--- config.mk ---
export PLATFORM = sky130hd
export DESIGN_NAME = ffLoadSeq
export DESIGN_NICKNAME = d
export VERILOG_FILES = /design/src/rtl/ffLoadPkg.sv /design/src/rtl/ffLoadCtrl.sv /design/src/rtl/ffLoadPath.sv /design/src/rtl/ffLoadSeq.sv
export SDC_FILE = /design/constraint.sdc
export NUM_CORES = 1
export LEC_CHECK = 0
export ABC_AREA = 1
export BUFFER_PORTS_ARGS = -buffer_cell sky130_fd_sc_hd__buf_2
export CAP_MARGIN = 20
export CORE_UTILIZATION = 40
export DETAILED_ROUTE_END_ITERATION = 10
export GPL_TIMING_DRIVEN = 0
export PLACE_DENSITY = 0.67
export SETUP_SLACK_MARGIN = 0.2
export SYNTH_ARGS = -nofsm -noshare
export SYNTH_HDL_FRONTEND = slang
export SYNTH_SLANG_ARGS = --single-unit
--- constraint.sdc ---
create_clock -name clk -period 2.7 [get_ports clk]
set_input_delay 0.405 -clock clk [delete_from_list [all_inputs] [get_ports clk]]
set_output_delay 0.405 -clock clk [all_outputs]
set_load 0.02 [all_outputs]
--- src/rtl/ffLoadPkg.sv ---
package ffLoadPkg;
  typedef enum logic [1:0] {
    ST_IDLE  = 2'd0,
    ST_ISSUE = 2'd1,
    ST_WAIT  = 2'd2
  } seqState_t;

  // strobes from control to datapath
  typedef struct packed {
    logic load;      // capture operands, index 0
    logic step;      // good element accepted, advance
    logic finEmpty;  // zero-length completion
    logic finFull;   // all elements loaded
    logic finTrunc;  // later element faulted
    logic finTrap;   // element 0 faulted
  } ctlStrobe_t;
endpackage

--- src/rtl/ffLoadCtrl.sv ---
module ffLoadCtrl
  import ffLoadPkg::*;
#(
  parameter int CNT_W = 8
) (
  input  logic             clk,
  input  logic             rstN,
  input  logic             start,
  input  logic [CNT_W-1:0] reqCount,
  input  logic             memRspValid,
  input  logic             memRspFault,
  input  logic             isFirst,
  input  logic             isLast,
  output ctlStrobe_t       strb,
  output logic             memReq,
  output logic             regWe
);
  seqState_t state, nextState;

  always_ff @(posedge clk) begin
    if (!rstN) state <= ST_IDLE;
    else       state <= nextState;
  end

  always_comb begin
    strb      = '0;
    nextState = state;
    case (state)
      ST_IDLE: begin
        if (start) begin
          if (reqCount == '0) begin
            strb.finEmpty = 1'b1;
          end else begin
            strb.load = 1'b1;
            nextState = ST_ISSUE;
          end
        end
      end
      ST_ISSUE: nextState = ST_WAIT;
      ST_WAIT: begin
        if (memRspValid) begin
          if (memRspFault) begin
            if (isFirst) strb.finTrap  = 1'b1;
            else         strb.finTrunc = 1'b1;
            nextState = ST_IDLE;
          end else begin
            strb.step = 1'b1;
            if (isLast) begin
              strb.finFull = 1'b1;
              nextState = ST_IDLE;
            end else begin
              nextState = ST_ISSUE;
            end
          end
        end
      end
      default: nextState = ST_IDLE;
    endcase
  end

  assign memReq = (state == ST_ISSUE);
  assign regWe  = (state == ST_WAIT) && memRspValid && !memRspFault;
endmodule

--- src/rtl/ffLoadPath.sv ---
module ffLoadPath
  import ffLoadPkg::*;
#(
  parameter int ADDR_W = 32,
  parameter int IMM_W  = 16,
  parameter int CNT_W  = 8,
  parameter int REG_W  = 64
) (
  input  logic              clk,
  input  logic              rstN,
  input  ctlStrobe_t        strb,
  input  logic [ADDR_W-1:0] baseAddr,
  input  logic [IMM_W-1:0]  immOff,
  input  logic [CNT_W-1:0]  reqCount,
  input  logic [7:0]        memRspData,
  output logic [ADDR_W-1:0] memAddr,
  output logic [CNT_W-1:0]  regIdx,
  output logic [REG_W-1:0]  regData,
  output logic              isFirst,
  output logic              isLast,
  output logic              done,
  output logic [CNT_W-1:0]  doneCount,
  output logic              trap
);
  localparam int EXT_W = ADDR_W - IMM_W;

  logic [ADDR_W-1:0] addrQ;
  logic [IMM_W-1:0]  immQ;
  logic [CNT_W-1:0]  idxQ, reqQ, countQ;
  logic              doneQ, trapQ;
  logic [ADDR_W-1:0] strideExt;
  logic [CNT_W:0]    idxNext;

  assign strideExt = {{EXT_W{immQ[IMM_W-1]}}, immQ};
  assign idxNext   = {1'b0, idxQ} + 1'b1;

  always_ff @(posedge clk) begin
    if (!rstN) begin
      addrQ  <= '0;
      immQ   <= '0;
      idxQ   <= '0;
      reqQ   <= '0;
      countQ <= '0;
      doneQ  <= 1'b0;
      trapQ  <= 1'b0;
    end else begin
      if (strb.load) begin
        addrQ <= baseAddr;
        immQ  <= immOff;
        idxQ  <= '0;
        reqQ  <= reqCount;
      end else if (strb.step) begin
        addrQ <= addrQ + strideExt;
        idxQ  <= idxNext[CNT_W-1:0];
      end
      doneQ <= strb.finEmpty | strb.finFull | strb.finTrunc | strb.finTrap;
      trapQ <= strb.finTrap;
      if (strb.finEmpty)      countQ <= '0;
      else if (strb.finFull)  countQ <= reqQ;
      else if (strb.finTrunc) countQ <= idxQ;
    end
  end

  assign memAddr   = addrQ;
  assign regIdx    = idxQ;
  assign regData   = {{(REG_W-8){1'b0}}, memRspData};
  assign isFirst   = (idxQ == '0);
  assign isLast    = (idxNext == {1'b0, reqQ});
  assign done      = doneQ;
  assign doneCount = countQ;
  assign trap      = trapQ;
endmodule

--- src/rtl/ffLoadSeq.sv ---
module ffLoadSeq
  import ffLoadPkg::*;
#(
  parameter int ADDR_W = 32,
  parameter int IMM_W  = 16,
  parameter int CNT_W  = 8,
  parameter int REG_W  = 64
) (
  input  logic              clk,
  input  logic              rstN,
  input  logic              start,
  input  logic [ADDR_W-1:0] baseAddr,
  input  logic [IMM_W-1:0]  immOff,
  input  logic [CNT_W-1:0]  reqCount,
  output logic              memReq,
  output logic [ADDR_W-1:0] memAddr,
  input  logic              memRspValid,
  input  logic [7:0]        memRspData,
  input  logic              memRspFault,
  output logic              regWe,
  output logic [CNT_W-1:0]  regIdx,
  output logic [REG_W-1:0]  regData,
  output logic              done,
  output logic [CNT_W-1:0]  doneCount,
  output logic              trap
);
  ctlStrobe_t strb;
  logic       isFirst, isLast;

  ffLoadCtrl #(.CNT_W(CNT_W)) ctrl (
    .clk(clk), .rstN(rstN), .start(start), .reqCount(reqCount),
    .memRspValid(memRspValid), .memRspFault(memRspFault),
    .isFirst(isFirst), .isLast(isLast),
    .strb(strb), .memReq(memReq), .regWe(regWe)
  );

  ffLoadPath #(.ADDR_W(ADDR_W), .IMM_W(IMM_W), .CNT_W(CNT_W), .REG_W(REG_W)) path (
    .clk(clk), .rstN(rstN), .strb(strb),
    .baseAddr(baseAddr), .immOff(immOff), .reqCount(reqCount),
    .memRspData(memRspData),
    .memAddr(memAddr), .regIdx(regIdx), .regData(regData),
    .isFirst(isFirst), .isLast(isLast),
    .done(done), .doneCount(doneCount), .trap(trap)
  );
endmodule

# ---- Word-level counts from Yosys, hierarchy flattened
# Cells that the tools add are included.
dict set report word_totals {
  reg_bits 76
  in_bits 69
  out_inout_bits 116
  word_cells 57
}
dict set report op_classes {
  add_sub_neg 2
  eq_ne 6
  muxes 26
  bitwise_logic 4
  n_reduce_logical 11
}
# operator n
set ops {}
lappend ops {{$mux W32} 2}
lappend ops {{$add A32 B32 Y32} 1}
lappend ops {{$logic_not A8 Y1} 2}
lappend ops {{$mux W8} 2}
lappend ops {{$mux W1} 14}
lappend ops {{$mux W2} 5}
lappend ops {{$add A8 B1 Y9 const B} 1}
lappend ops {{$eq A9 B8 Y1} 1}
lappend ops {{$mux W3} 2}
lappend ops {{$ne A2 B2 Y1 const B} 3}
lappend ops {{$pmux W2 S3} 1}
lappend ops {{$reduce_bool A2 Y1} 2}
lappend ops {{$reduce_or A2 Y1} 2}
lappend ops {{$or A1 B1 Y1} 3}
lappend ops {{$reduce_and A3 Y1} 1}
lappend ops {{$eq A2 B1 Y1 const B} 1}
lappend ops {{$eq A2 B2 Y1 const B} 1}
lappend ops {{$logic_and A1 B1 Y1} 2}
lappend ops {{$logic_not A2 Y1} 1}
lappend ops {{$logic_not A1 Y1} 1}
lappend ops {{$not A1 Y1} 1}

# ---- Logic depth before layout (Yosys ltp)
# Gate-level depths: netlist of run 1.
dict set report depth {
  word_depth 9
  depth_mapped 16
  mapped_depth_nobuf 16
}

# ---- Cells and area by module
# Synthesis of run 1 repeated with hierarchy kept, for this count alone.
dict set report hier_totals {
  hier_cells 955
  hier_area_um2 5925.7
}
# module instances cells_per_inst area_per_inst_um2 seq_area_each_um2
set modules_own_cells {}
lappend modules_own_cells {ffLoadPath 1 923 5746.8 1481.4}
lappend modules_own_cells {ffLoadCtrl 1 32 178.9 40.0}

# ---- Worst setup path after synthesis of run 1
# OpenSTA, ideal clock, no wires.
dict set report synth_path {
  kind {register to register}
  from {register path.addrQ[0] (netlist: path.memAddr[0])}
  to {register path.addrQ[28] (netlist: path.memAddr[28])}
  setup_time_ps 132
  t_arrival_ps 1929
  required_time_ps 2568
  path_slack_ps 639
  stages_incl_launch_ff 16
  n_path_buf 0
  synth_period_minus_slack_ps 2061
  path_cell_list {dfxtp_1 > ha_1 > inv_1 > fa_1 > inv_1 > nand3_1 > nand3_1 > nand2_1 > nand2_1 > nand2_1 > nand2_1 > nand2_1 > nand3_1 > nand3_1 > nand2_1 > a21oi_1}
}
dict set report synth_between {
  elab_chain_len 3
}
# element line
set synth_rtl {}
lappend synth_rtl {{start: declaration} ffLoadPath.sv:27} ;# logic [ADDR_W-1:0] addrQ;
lappend synth_rtl {{start signal: assignment} ffLoadPath.sv:48} ;# addrQ <= baseAddr;
lappend synth_rtl {{start signal: assignment} ffLoadPath.sv:53} ;# addrQ <= addrQ + strideExt;
lappend synth_rtl {{$add A32 B32 Y32} ffLoadPath.sv:53}
lappend synth_rtl {{$mux W32} ffLoadPath.sv:52} ;# end else if (strb.step) begin
lappend synth_rtl {{$mux W32} ffLoadPath.sv:47} ;# if (strb.load) begin
# No other way between the ends. The select of a mux whose other input is x is not followed.
# A chain may end at the register's enable or synchronous reset.

# ---- Worst setup path after layout of run 1
dict set report layout_path {
  from {register path.immQ[0]}
  to {register path.addrQ[20] (netlist: path.memAddr[20])}
}
dict set report layout_between {
  elab_chain_len 3
}
# element line
set layout_rtl {}
lappend layout_rtl {{start: declaration} ffLoadPath.sv:28} ;# logic [IMM_W-1:0] immQ;
lappend layout_rtl {{start signal: assignment} ffLoadPath.sv:49} ;# immQ <= immOff;
lappend layout_rtl {{$add A32 B32 Y32} ffLoadPath.sv:53}
lappend layout_rtl {{$mux W32} ffLoadPath.sv:52}
lappend layout_rtl {{$mux W32} ffLoadPath.sv:47}
# No other way between the ends. The select of a mux whose other input is x is not followed.

==> reports/qor.txt, run 1 <==
CP required -> 2.91 ns
Fill cells -> 1628
Root Driver -> clkbuf_16
Slew Viols, Final -> 0
Adder-Cell Fraction of Synth Area -> 7.02%
Post-synth EDFFs -> 0
Initial Util -> 40.7%
R2R depth -> 15
clk_lat worst skew -> 0.35 ns
post-place instance area -> 0.00721 mm2
simple-gate share of the synthesized area -> 33.5%
Highest Clock Rate -> 0.426 GHz
Slew Limit Headroom -> 54.7%
setup tns final -> 0 ns
hold crit path type -> in2reg
CTS tree -> done
final hold slack -> 0.278 ns
Die Ht -> 126 um
Routed WL -> 19300 um
Worst path max stage delay -> 0.39 ns
CP Data Arrival Time -> 2.56 ns
largest family of logic cells by synthesized area -> simple AND/OR/NAND/NOR gates
Synth Register Bits -> 76
Die Wd -> 126 um
synthesized netlist cell count -> 1006
total gr overflow -> 0
postcts setup bufs -> 0
CTS sink cnt -> 76
first-pass GRT wire length -> 30500 um
ys flop type -> dfxtp_1
post-synth top area share -> 24.7%
fin nets -> 1295
CTS max path bufs -> 2
Slowest-stage cell, CP -> fa_1
Met2 Routed Length -> 9000 um
sequential share of the synthesized area -> 24.7%
CP bufs+invs -> 2
cell accounting for the most synthesized area -> dfxtp_1
Layout area overhead -> 22.5%
area of the multi-input gates -> 0.00375 mm2
min cycle time layout -> 2.35 ns
Num CTS Buffers -> 9
CP Launch Type -> register
distinct cell type count after synthesis -> 41
CP Launch Point -> path.immQ[0]$_SDFFE_PN0P_
Worst R2R Start -> path.immQ[0]$_SDFFE_PN0P_
Crit path depth -> 15
Routed WL per cell -> 13.9 um
top sig layer -> met4
post-synthesis instance area -> 0.00617 mm2
Clock transition at path regs -> 0.06 ns
num ports -> 185
gp weighted congestion -> 0.945
die area -> 0.0159 mm2
Leakage -> 0.00419 uW
global-route usage over all layers -> 24.6%
XOR/XNOR Fraction of Synth Area -> 2.84%
Cell Chain, Critical Path -> ha_1 -> inv_1 -> fa_1 -> inv_1 -> nand3_1 -> nand3_1 -> nand2_1 -> nand2_2 -> nand2_1 -> nand2_2 -> nand2_1 -> nand3_1 -> nand3_1 -> nand2_1 -> a21oi_1
most frequent cells after synthesis -> nand2_1 (287), inv_1 (125), nor2_1 (103), dfxtp_1 (76), a21oi_1 (70)
Yosys warnings -> 0
M1 wire length -> 8810 um
share of cells above drive strength 1 -> 19.5%
VDD IR max -> 0.300 mV
capture point of the worst path -> path.memAddr[20]$_SDFFE_PN0P_
number of remaining DRC errors -> 0
Finish-stage setup viols -> 0
largest cells by area after synthesis -> dfxtp_1 (25%), nand2_1 (17%), buf_4 (7.9%)
mux contribution to synthesized area -> 0%
PwrDens -> 515 mW/mm2
post-synthesis compound-gate area fraction -> 13.9%
RR Endpoint -> path.memAddr[20]$_SDFFE_PN0P_
via count -> 6704
RSZ-0062 raised after global routing -> no
Worst R2R Setup Slack -> 0.35 ns
Hold-fix buffers, CTS -> 0
largest net degree at the start of global routing -> 19
CP delay by family, top -> simple AND/OR/NAND/NOR gates
final instance area -> 0.00756 mm2
WL met3 -> 949 um
Final Hold Viols -> 0
# diodes -> 0
final worst-path cycle share -> 87.0%
Detailed Route Iter0 Violations -> 404
crit end category -> register
crit path max fanout -> 4
Max Cap Viol -> 0
vias in the first global route -> 6034
clk_skew -> 0.0110 ns
initial antenna violation count -> 0
critical path type -> reg2reg
DRT Pass-1 Iters -> 5
PortBufs -> 120
Detail Placement HPWL -> 15300 um
Core Area -> 0.0151 mm2
Antenna Nets Post-Route -> 0
Post-synth ARST share -> 0%
FP Rows -> 45
status -> finished, final reports clean
count leader, synth -> nand2_1
Syn Area/Cell -> 6.13 um2
Via density -> 4.84
H-tree Lvls -> 3
sequential cell area -> 0.00153 mm2
Worst Tran Pin Value -> 0.679 ns
## tightest hold or removal path, delay by kind of cell
kind	cells	cell delay [ns]
AND/OR/NAND/NOR	2	0.11
buffers and inverters	1	0.07
## kinds of logic (layout without fill, tap and decap cells)
logic type      Yosys count  count (layout)
simple gates            491             491
buf+inv                 222             358
compound gates          162             162
flops                    76              76
fa+ha+maj                34              34
xor+xnor                 20              20
other cells               1              56
## area by class of cell
class	instances	area share [%]
clock inverters	3	0.911
plain buffers	93	8.34
repair buffers	120	7.95
well taps	188	3.11
multi-input cells	763	49.6
inverters	129	6.41
flip-flops and latches	76	20.2
clock buffers	13	3.44
## sequential cells by signal, indices dropped and copies added (netlist names)
name            count
path.immQ          16
path.done           1
path.memAddr       32
path.trap           1
path.reqQ           8
path.regIdx         8
path.doneCount      8
ctrl.state          2
## power breakdown
part	total [uW]	internal (uW)	switching (uW)	leakage [uW]
registers	1300	1220	86.2	0.000626
logic	1220	426	793	0.00340
clock network	1370	863	510	0.000160
total	3900	2510	1390	0.00419
## what timing repair did
action                                  CTS  global route
cloned                                    0             0
gates resized for setup                   1             6
pin swaps                                 0             1
endpoints found under the setup margin   10            54
## per-stage QoR
step                worst slack [ns]  cells  utilization [%]  total power (uW)
floorplan                      0.639   1061                -              2180
global placement              0.0815   1369             47.6              2520
detailed placement            0.0613   1369             47.6              2520
CTS                            0.276   1385             49.8              3900
global route                   0.213   1385             49.9              4110
finish                         0.352   1385             49.9              3900
## layer usage
layer,global-route usage [%],vias to the layer above
met5,0,-
met4,11.1,0
met3,3.06,31
met2,41.6,202
met1,31.4,3006
li1,-,3465
## how the worst min path moves through the flow
stage / from / to / slack [ns] / depth (start not counted)
6_report: immOff[12] / path.immQ[12]$_SDFFE_PN0P_ / 0.28 / 3
3_3_place_gp: path.doneCount[5]$_SDFFE_PP0P_ / path.doneCount[5]$_SDFFE_PP0P_ / 0.47 / 2
5_1_grt: immOff[4] / path.immQ[4]$_SDFFE_PN0P_ / 0.28 / 3
4_1_cts: immOff[13] / path.immQ[13]$_SDFFE_PN0P_ / 0.27 / 3
2_1_floorplan: path.reqQ[0]$_SDFFE_PN0P_ / path.reqQ[0]$_SDFFE_PN0P_ / 0.46 / 2
3_5_place_dp: path.doneCount[4]$_SDFFE_PP0P_ / path.doneCount[4]$_SDFFE_PP0P_ / 0.48 / 2
## cell usage in the layout (no fill, tap or decap), types with 4 or more instances in the layout
cell type  instances
dfxtp_1           73
buf_2            123
nand4_1           14
xor2_1            16
nor2_2             5
nand2_2            5
o21bai_1           5
a31oi_1           16
inv_1            125
nand3_1           60
clkbuf_1          20
nand2_1          285
nor2_1           103
ha_1              33
clkbuf_16          9
xnor2_1            4
o21ai_0           66
conb_1            56
buf_4             65
a21oi_1           70
No activity file was read; power rests on OpenSTA's default activity.
==> inputs of run 2 (changes only) <==
--- a/config.mk
+++ b/config.mk
@@ -11,7 +11,7 @@
 export CORE_UTILIZATION = 40
 export DETAILED_ROUTE_END_ITERATION = 10
 export GPL_TIMING_DRIVEN = 0
-export PLACE_DENSITY = 0.67
+export PLACE_DENSITY_LB_ADDON = 0.15
 export SETUP_SLACK_MARGIN = 0.2
 export SYNTH_ARGS = -nofsm -noshare
 export SYNTH_HDL_FRONTEND = slang
==> run 2 against run 1 <==
Hold slack lost 0.00096 ns. Core utilization shrank 0.37 points. Largest power group is now sequential cells. First-iteration DRC count is 9.7% lower. Flip-flop and latch count unchanged. Clock-buffer cell count down 3. Clock power decreased by 15%. Register-to-register slack improved by 0.06 ns. Fmax up 2.7%. Clock skew fell by 0.0060 ns. Sequential share of layout area grew 0.15 points.
==> reports/qor.txt, run 2 (synthesis gave the netlist of run 1 again) <==
Antenna Nets Post-Route -> 0 (unchanged)
Slew Viols, Final -> 0 (unchanged)
sequential cell area -> 0.00153 mm2 (unchanged)
hold crit path type -> in2reg
VDD IR max -> 0.310 mV (+3.3%)
Routed WL per cell -> 14.0 um (+0.78%)
RSZ-0062 raised after global routing -> yes
global-route usage over all layers -> 24.6% (-0.032 points)
setup tns final -> 0 ns (unchanged)
total gr overflow -> 0 (unchanged)
FP Rows -> 45 (unchanged)
crit path max fanout -> 4 (unchanged)
Cell Chain, Critical Path -> ha_1 -> inv_1 -> fa_1 -> inv_1 -> nand3_1 -> nand3_1 -> nand2_1 -> nand2_2 -> nand2_1 -> nand2_1 -> nand2_1 -> nand3_1 -> nand3_2 -> nand2_1 -> a21oi_1
Core Area -> 0.0151 mm2 (unchanged)
Highest Clock Rate -> 0.437 GHz (+2.7%)
max FFs per register -> 32 (unchanged)
status -> finished, final reports clean
Slowest-stage cell, CP -> fa_1
CTS tree -> done
num ports -> 185 (unchanged)
Final Hold Viols -> 0 (unchanged)
final worst-path cycle share -> 84.7% (-2.3 points)
CP bufs+invs -> 2 (unchanged)
Detailed Route Iter0 Violations -> 365 (-9.7%)
DRT Pass-1 Iters -> 5 (unchanged)
Die Ht -> 126 um (unchanged)
share of cells above drive strength 1 -> 19.6% (+0.10 points)
Via density -> 4.77 (-1.5%)
largest net degree at the start of global routing -> 19 (unchanged)
Max Cap Viol -> 0 (unchanged)
area of the multi-input gates -> 0.00375 mm2 (about the same)
final non-filler cell total -> 1384 (-0.072%)
Layout area overhead -> 21.6%
first-pass GRT wire length -> 30300 um (-0.79%)
gp weighted congestion -> 0.939 (-0.62%)
CP delay by family, top -> simple AND/OR/NAND/NOR gates
fin nets -> 1295 (unchanged)
Initial Util -> 40.7% (unchanged)
Root Driver -> clkbuf_16
Worst R2R Setup Slack -> 0.41 ns (+0.06 ns)
Leakage -> 0.00416 uW (-0.72%)
initial antenna violation count -> 0 (unchanged)
Routed WL -> 19400 um (+0.71%)
Placed Cells -> 1369 (unchanged)
die area -> 0.0159 mm2 (unchanged)
Slew Limit Headroom -> 54.1% (-0.62 points)
Num CTS Buffers -> 9 (unchanged)
clk_skew -> 0.00498 ns (-0.00600 ns)
via count -> 6602 (-1.5%)
CTS sink cnt -> 76 (unchanged)
PwrDens -> 491 mW/mm2 (-4.7%)
CP Launch Type -> register
most common cell after layout, fill and taps aside -> nand2_1
Finish-stage setup viols -> 0 (unchanged)
CP Data Arrival Time -> 2.50 ns (-0.06 ns)
CP required -> 2.91 ns (about the same)
critical path type -> reg2reg
PortBufs -> 120 (unchanged)
min cycle time layout -> 2.29 ns (-0.0616 ns)
vias in the first global route -> 5965 (-1.1%)
Fill cells -> 1673 (+2.8%)
clk_lat worst skew -> 0.35 ns (about the same)
crit end category -> register
number of remaining DRC errors -> 0 (unchanged)
H-tree Lvls -> 3 (unchanged)
Worst Tran Pin Value -> 0.689 ns (+0.00929 ns)
CTS max path bufs -> 2 (unchanged)
Worst path max stage delay -> 0.39 ns (about the same)
Detail Placement HPWL -> 15500 um (+1.2%)
most frequent cells in the layout -> nand2_1 (286), inv_1 (125), buf_2 (123), nor2_1 (103), dfxtp_1 (73)
Clock transition at path regs -> 0.06 ns (about the same)
# diodes -> 0 (unchanged)
Crit path top cell by count -> nand2_1
postcts setup bufs -> 0 (unchanged)
Die Wd -> 126 um (unchanged)
## run 2: cell types whose count changed in the layout (fill, tap and decap cells not counted), sizes merged
| cell | before | now |
|---|---|---|
| clkbuf | 33 | 30 |
| clkinvlp | 0 | 3 |
| inv | 128 | 129 |
| bufinv | 2 | 0 |
## run 2: area by class of cell
class	count	share of cell area (%)
well taps	188	3.14
flip-flops and latches	76	20.4
inverters	129	6.46
clock buffers	10	3.19
multi-input cells	763	50.0
plain buffers	93	8.41
clock inverters	5	0.484
repair buffers	120	8.01
## run 2: metrics by stage
| stage | setup WS [ns] | power [uW] | util [%] | cell area, um2 | hold WS, ns |
|---|---|---|---|---|---|
| 6_report | 0.413 | 3680 | 49.5 | 7500 | 0.277 |
| 5_1_grt | 0.231 | 3900 | 49.5 | 7500 | 0.283 |
| 3_5_place_dp | 0.0119 | 2530 | 47.6 | 7210 | 0.469 |
| 3_3_place_gp | 0.00124 | 2530 | 47.6 | 7210 | 0.471 |
| 2_1_floorplan | 0.639 | 2180 | - | 6380 | 0.458 |
| 4_1_cts | 0.330 | 3700 | 49.4 | 7490 | 0.268 |
## run 2: final timing paths
path	cells past startpoint	end	startpoint
setup / recovery	15	path.memAddr[20]$_SDFFE_PN0P_	path.immQ[0]$_SDFFE_PN0P_
hold / removal	3	path.immQ[3]$_SDFFE_PN0P_	immOff[3]
setup reg to reg	15	path.memAddr[20]$_SDFFE_PN0P_	path.immQ[0]$_SDFFE_PN0P_
hold reg to reg	2	path.doneCount[0]$_SDFFE_PP0P_	path.doneCount[0]$_SDFFE_PP0P_
## run 2: what timing repair did
item / in CTS / in global routing
gates resized for setup: 1 / 5
hold buffers: 0 / 0
setup endpoints to repair: 12 / 6
## run 2: per-layer routing
metal | GRT usage, % | vias to the layer above | routed length [um]
met5 | 0 | - | 0
met2 | 43.4 | 193 | 9360
met1 | 30.4 | 2923 | 8690
met3 | 4.76 | 28 | 994
met4 | 6.80 | 0 | 374
li1 | - | 3458 | -
## run 2: tightest hold or removal path: cells and delay by family
kind | cells | cell delay, ns
AND/OR/NAND/NOR | 2 | 0.11
buffers and inverters | 1 | 0.07
## run 2: power by group
part	internal [uW]	switching, uW
clock	644	517
sequential	1220	85.1
combinational	426	795
==> inputs of run 3 (changes only) <==
--- a/config.mk
+++ b/config.mk
@@ -5,7 +5,7 @@
 export SDC_FILE = /design/constraint.sdc
 export NUM_CORES = 1
 export LEC_CHECK = 0
-export ABC_AREA = 1
+export ABC_AREA = 0
 export BUFFER_PORTS_ARGS = -buffer_cell sky130_fd_sc_hd__buf_2
 export CAP_MARGIN = 20
 export CORE_UTILIZATION = 40
==> constraint.sdc (replaced) <==
create_clock -name clk -period 2 [get_ports clk]
set_input_delay 0.3 -clock clk [delete_from_list [all_inputs] [get_ports clk]]
set_output_delay 0.3 -clock clk [all_outputs]
set_load 0.02 [all_outputs]
==> run 3 against run 2 <==
The flow now finishes with violations (negative setup slack). Non-clock buffer count up 85. Cell count down 14%. Wire length up 7.4%. Flip-flop and latch count unchanged. First-iteration DRC count up 15%. Sequential power up 34%.
==> reports/qor.txt, run 3 <==
gp weighted congestion -> 0.968 (+3.1%)
number of remaining DRC errors -> 0 (unchanged)
CP Launch Type -> register
Gate power share -> 32.2% (-0.9 points)
via count -> 6439 (-2.5%)
distinct cell type count after synthesis -> 64 (+56%)
initial antenna violation count -> 0 (unchanged)
status -> complete, but fails checks
Synth Register Bits -> 76 (unchanged)
count leader, synth -> nand2_1
crit end category -> register
Antenna Nets Post-Route -> 0 (unchanged)
largest net degree at the start of global routing -> 15 (-4)
Finish-stage setup viols -> 34 (+34)
FP Rows -> 42 (-6.7%)
pre-CTS WS -> -0.634 ns (-0.646 ns)
clk_lat worst skew -> 0.36 ns (about the same)
vias in the first global route -> 5927 (-0.64%)
Core Area -> 0.0135 mm2 (-11%)
Slew Limit Headroom -> 46.3% (-7.7 points)
most frequent cells after synthesis -> nand2_1 (124), dfxtp_1 (76), a21oi_1 (73), buf_4 (66), o21ai_0 (43)
die area -> 0.0145 mm2 (-8.9%)
Detailed Route Iter0 Violations -> 419 (+15%)
Post-synth EDFFs -> 0 (unchanged)
Hold-fix buffers, CTS -> 0 (unchanged)
Final Hold Viols -> 0 (unchanged)
final worst-path cycle share -> 119% (+34 points)
RSZ-0062 raised after global routing -> yes
total gr overflow -> 0 (unchanged)
Int Power -> 3500 uW (+53%)
Final WS setup -> -0.383 ns (-0.797 ns)
CP required -> 2.23 ns (-0.68 ns)
Yosys warnings -> 0 (unchanged)
global-route usage over all layers -> 27.7% (+3.0 points)
sequential share of the synthesized area -> 27.1% (+2.4 points)
Placed Cells -> 1098 (-20%)
crit path max fanout -> 3 (-1)
final hold slack -> 0.169 ns (-0.108 ns)
first-pass GRT wire length -> 31000 um (+2.5%)
CTS max path bufs -> 2 (unchanged)
post-synthesis instance area -> 0.00561 mm2 (-9.0%)
PwrDens -> 594 mW/mm2 (+21%)
DRT Pass-1 Iters -> 5 (unchanged)
Die Ht -> 120 um (-4.5%)
cell accounting for the most synthesized area -> dfxtp_1
final non-filler cell total -> 1188 (-14%)
Max Cap Viol -> 0 (unchanged)
sequential share of power -> 32.5% (-2.8 points)
Layout area overhead -> 60.4%
Highest Clock Rate -> 0.420 GHz (-4.1%)
# diodes -> 0 (unchanged)
largest cells by area after synthesis -> dfxtp_1 (27%), buf_4 (8.8%), nand2_1 (8.3%)
CP Data Arrival Time -> 2.62 ns (+0.12 ns)
Slowest-stage cell, CP -> dfxtp_4
Cell Chain, Critical Path -> ha_4 -> inv_2 -> fa_2 -> nor2b_2 -> o31a_1 -> o311ai_4 -> a21o_1 -> nand3b_1 -> xnor2_1 -> a2111oi_1
most common cell after layout, fill and taps aside -> buf_4
Post-synth ARST share -> 0% (unchanged)
Routed WL -> 20900 um (+7.4%)
num ports -> 185 (unchanged)
Worst path max stage delay -> 0.35 ns (-0.04 ns)
Leakage -> 0.00386 uW (-7.3%)
ys flop type -> dfxtp_1
Via density -> 5.42 (+14%)
Detail Placement HPWL -> 13700 um (-11%)
H-tree Lvls -> 3 (unchanged)
Num CTS Buffers -> 9 (unchanged)
Clk pwr share -> 35.3% (+3.8 points)
fin nets -> 1110 (-14%)
hold crit path type -> in2reg
synthesized netlist cell count -> 748 (-26%)
CP bufs+invs -> 1 (-1)
Switching Share -> 34.5% (-3.5 points)
Slew Viols, Final -> 0 (unchanged)
Worst Tran Pin Value -> 0.805 ns (+0.116 ns)
Initial Util -> 41.7% (+0.99 points)
PortBufs -> 119 (-0.83%)
max FFs per register -> 32 (unchanged)
failing checks -> negative setup slack
CP delay by family, top -> compound AO/OA/AOI/OAI gates
CTS sink cnt -> 76 (unchanged)
Syn Area/Cell -> 7.50 um2 (+22%)
Die Wd -> 120 um (-4.5%)
critical path type -> reg2reg
Clock transition at path regs -> 0.07 ns (about the same)
VDD IR max -> 0.429 mV (+39%)
Net Switching -> 1840 uW (+32%)
clk_skew -> 0.0126 ns (+0.00761 ns)
post-synth top area share -> 27.1% (+2.4 points)
Root Driver -> clkbuf_16
min cycle time layout -> 2.38 ns (+0.0967 ns)
share of cells above drive strength 1 -> 47.7% (+28 points)
most frequent cells in the layout -> buf_4 (124), buf_2 (123), nand2_1 (119), conb_1 (56), a21oi_1 (51)
CTS tree -> done
setup tns final -> -7.22 ns (-7.22 ns)
Routed WL per cell -> 17.6 um (+25%)
## run 3: worst reg2reg max path: stages, from the launching register on
cell and delay [ns]:
dfxtp_4 0.35, ha_4 0.16, inv_2 0.05, fa_2 0.20, nor2b_2 0.05, o31a_1 0.30, o311ai_4 0.30, a21o_1 0.24
nand3b_1 0.14, xnor2_1 0.15, a2111oi_1 0.33
## run 3: worst paths after layout
check	start	to	slack [ns]	cells after the start
worst max-delay path	path.memAddr[0]$_SDFFE_PN0P_	path.memAddr[20]$_SDFFE_PN0P_	-0.38	10
worst min register to register	path.immQ[8]$_SDFFE_PN0P_	path.immQ[8]$_SDFFE_PN0P_	0.48	2
worst max register to register	path.memAddr[0]$_SDFFE_PN0P_	path.memAddr[20]$_SDFFE_PN0P_	-0.38	10
worst min-delay path	immOff[8]	path.immQ[8]$_SDFFE_PN0P_	0.17	3
## run 3: what timing repair did
action                                 4_1_cts  5_1_grt
buffers inserted                            50       23
gates resized for setup                    125       81
gates cloned                                 1        0
endpoints found under the hold margin        0        0
pin swaps                                   57       56
setup endpoints to repair                   75       75
## run 3: layer usage
layer | GRT usage (%) | up-vias | share of wire (%)
met3 | 3.87 | 40 | 7.4
met5 | 0 | - | 0
met2 | 46.4 | 291 | 48
met4 | 9.72 | 0 | 2.5
li1 | - | 3108 | -
met1 | 36.1 | 3000 | 42
## run 3: layout make-up
class                           instances  area, um2
Multi-Input combinational cell        610       4680
Fill cell                            1144       4450
Sequential cell                        76       1590
Timing Repair Buffer                  193       1260
Buffer                                105        875
Clock buffer                           11        275
Tap cell                              176        220
Clock inverter                          5       61.3
Inverter                               12       47.5
## run 3: kinds of logic (layout without fill, tap and decap cells)
group	count (synthesis)	after routing	synth area share, %
compound gates	220	220	25.1
xor+xnor	32	32	4.99
fa+ha+maj	34	34	7.71
flops	76	76	27.1
mux	3	3	0.557
simple gates	265	265	22.0
other cells	1	56	0.0668
buf+inv	117	326	12.5
## run 3: power groups by stage
stage	registers, uW	clock network [uW]	logic, uW
2_1_floorplan	1810	0	948
3_3_place_gp	1760	0	1340
3_5_place_dp	1760	0	1350
4_1_cts	1730	1890	1580
5_1_grt	1750	1960	1840
6_report	1740	1890	1720
## run 3: stage by stage
stage               area (um2)  util [%]  total power (uW)
floorplan                 6390         -              2760
global placement          7210      53.6              3100
detailed placement        7210      53.6              3110
CTS                       8500      63.2              5200
global route              9000      66.9              5550
finish                    9000      66.9              5350
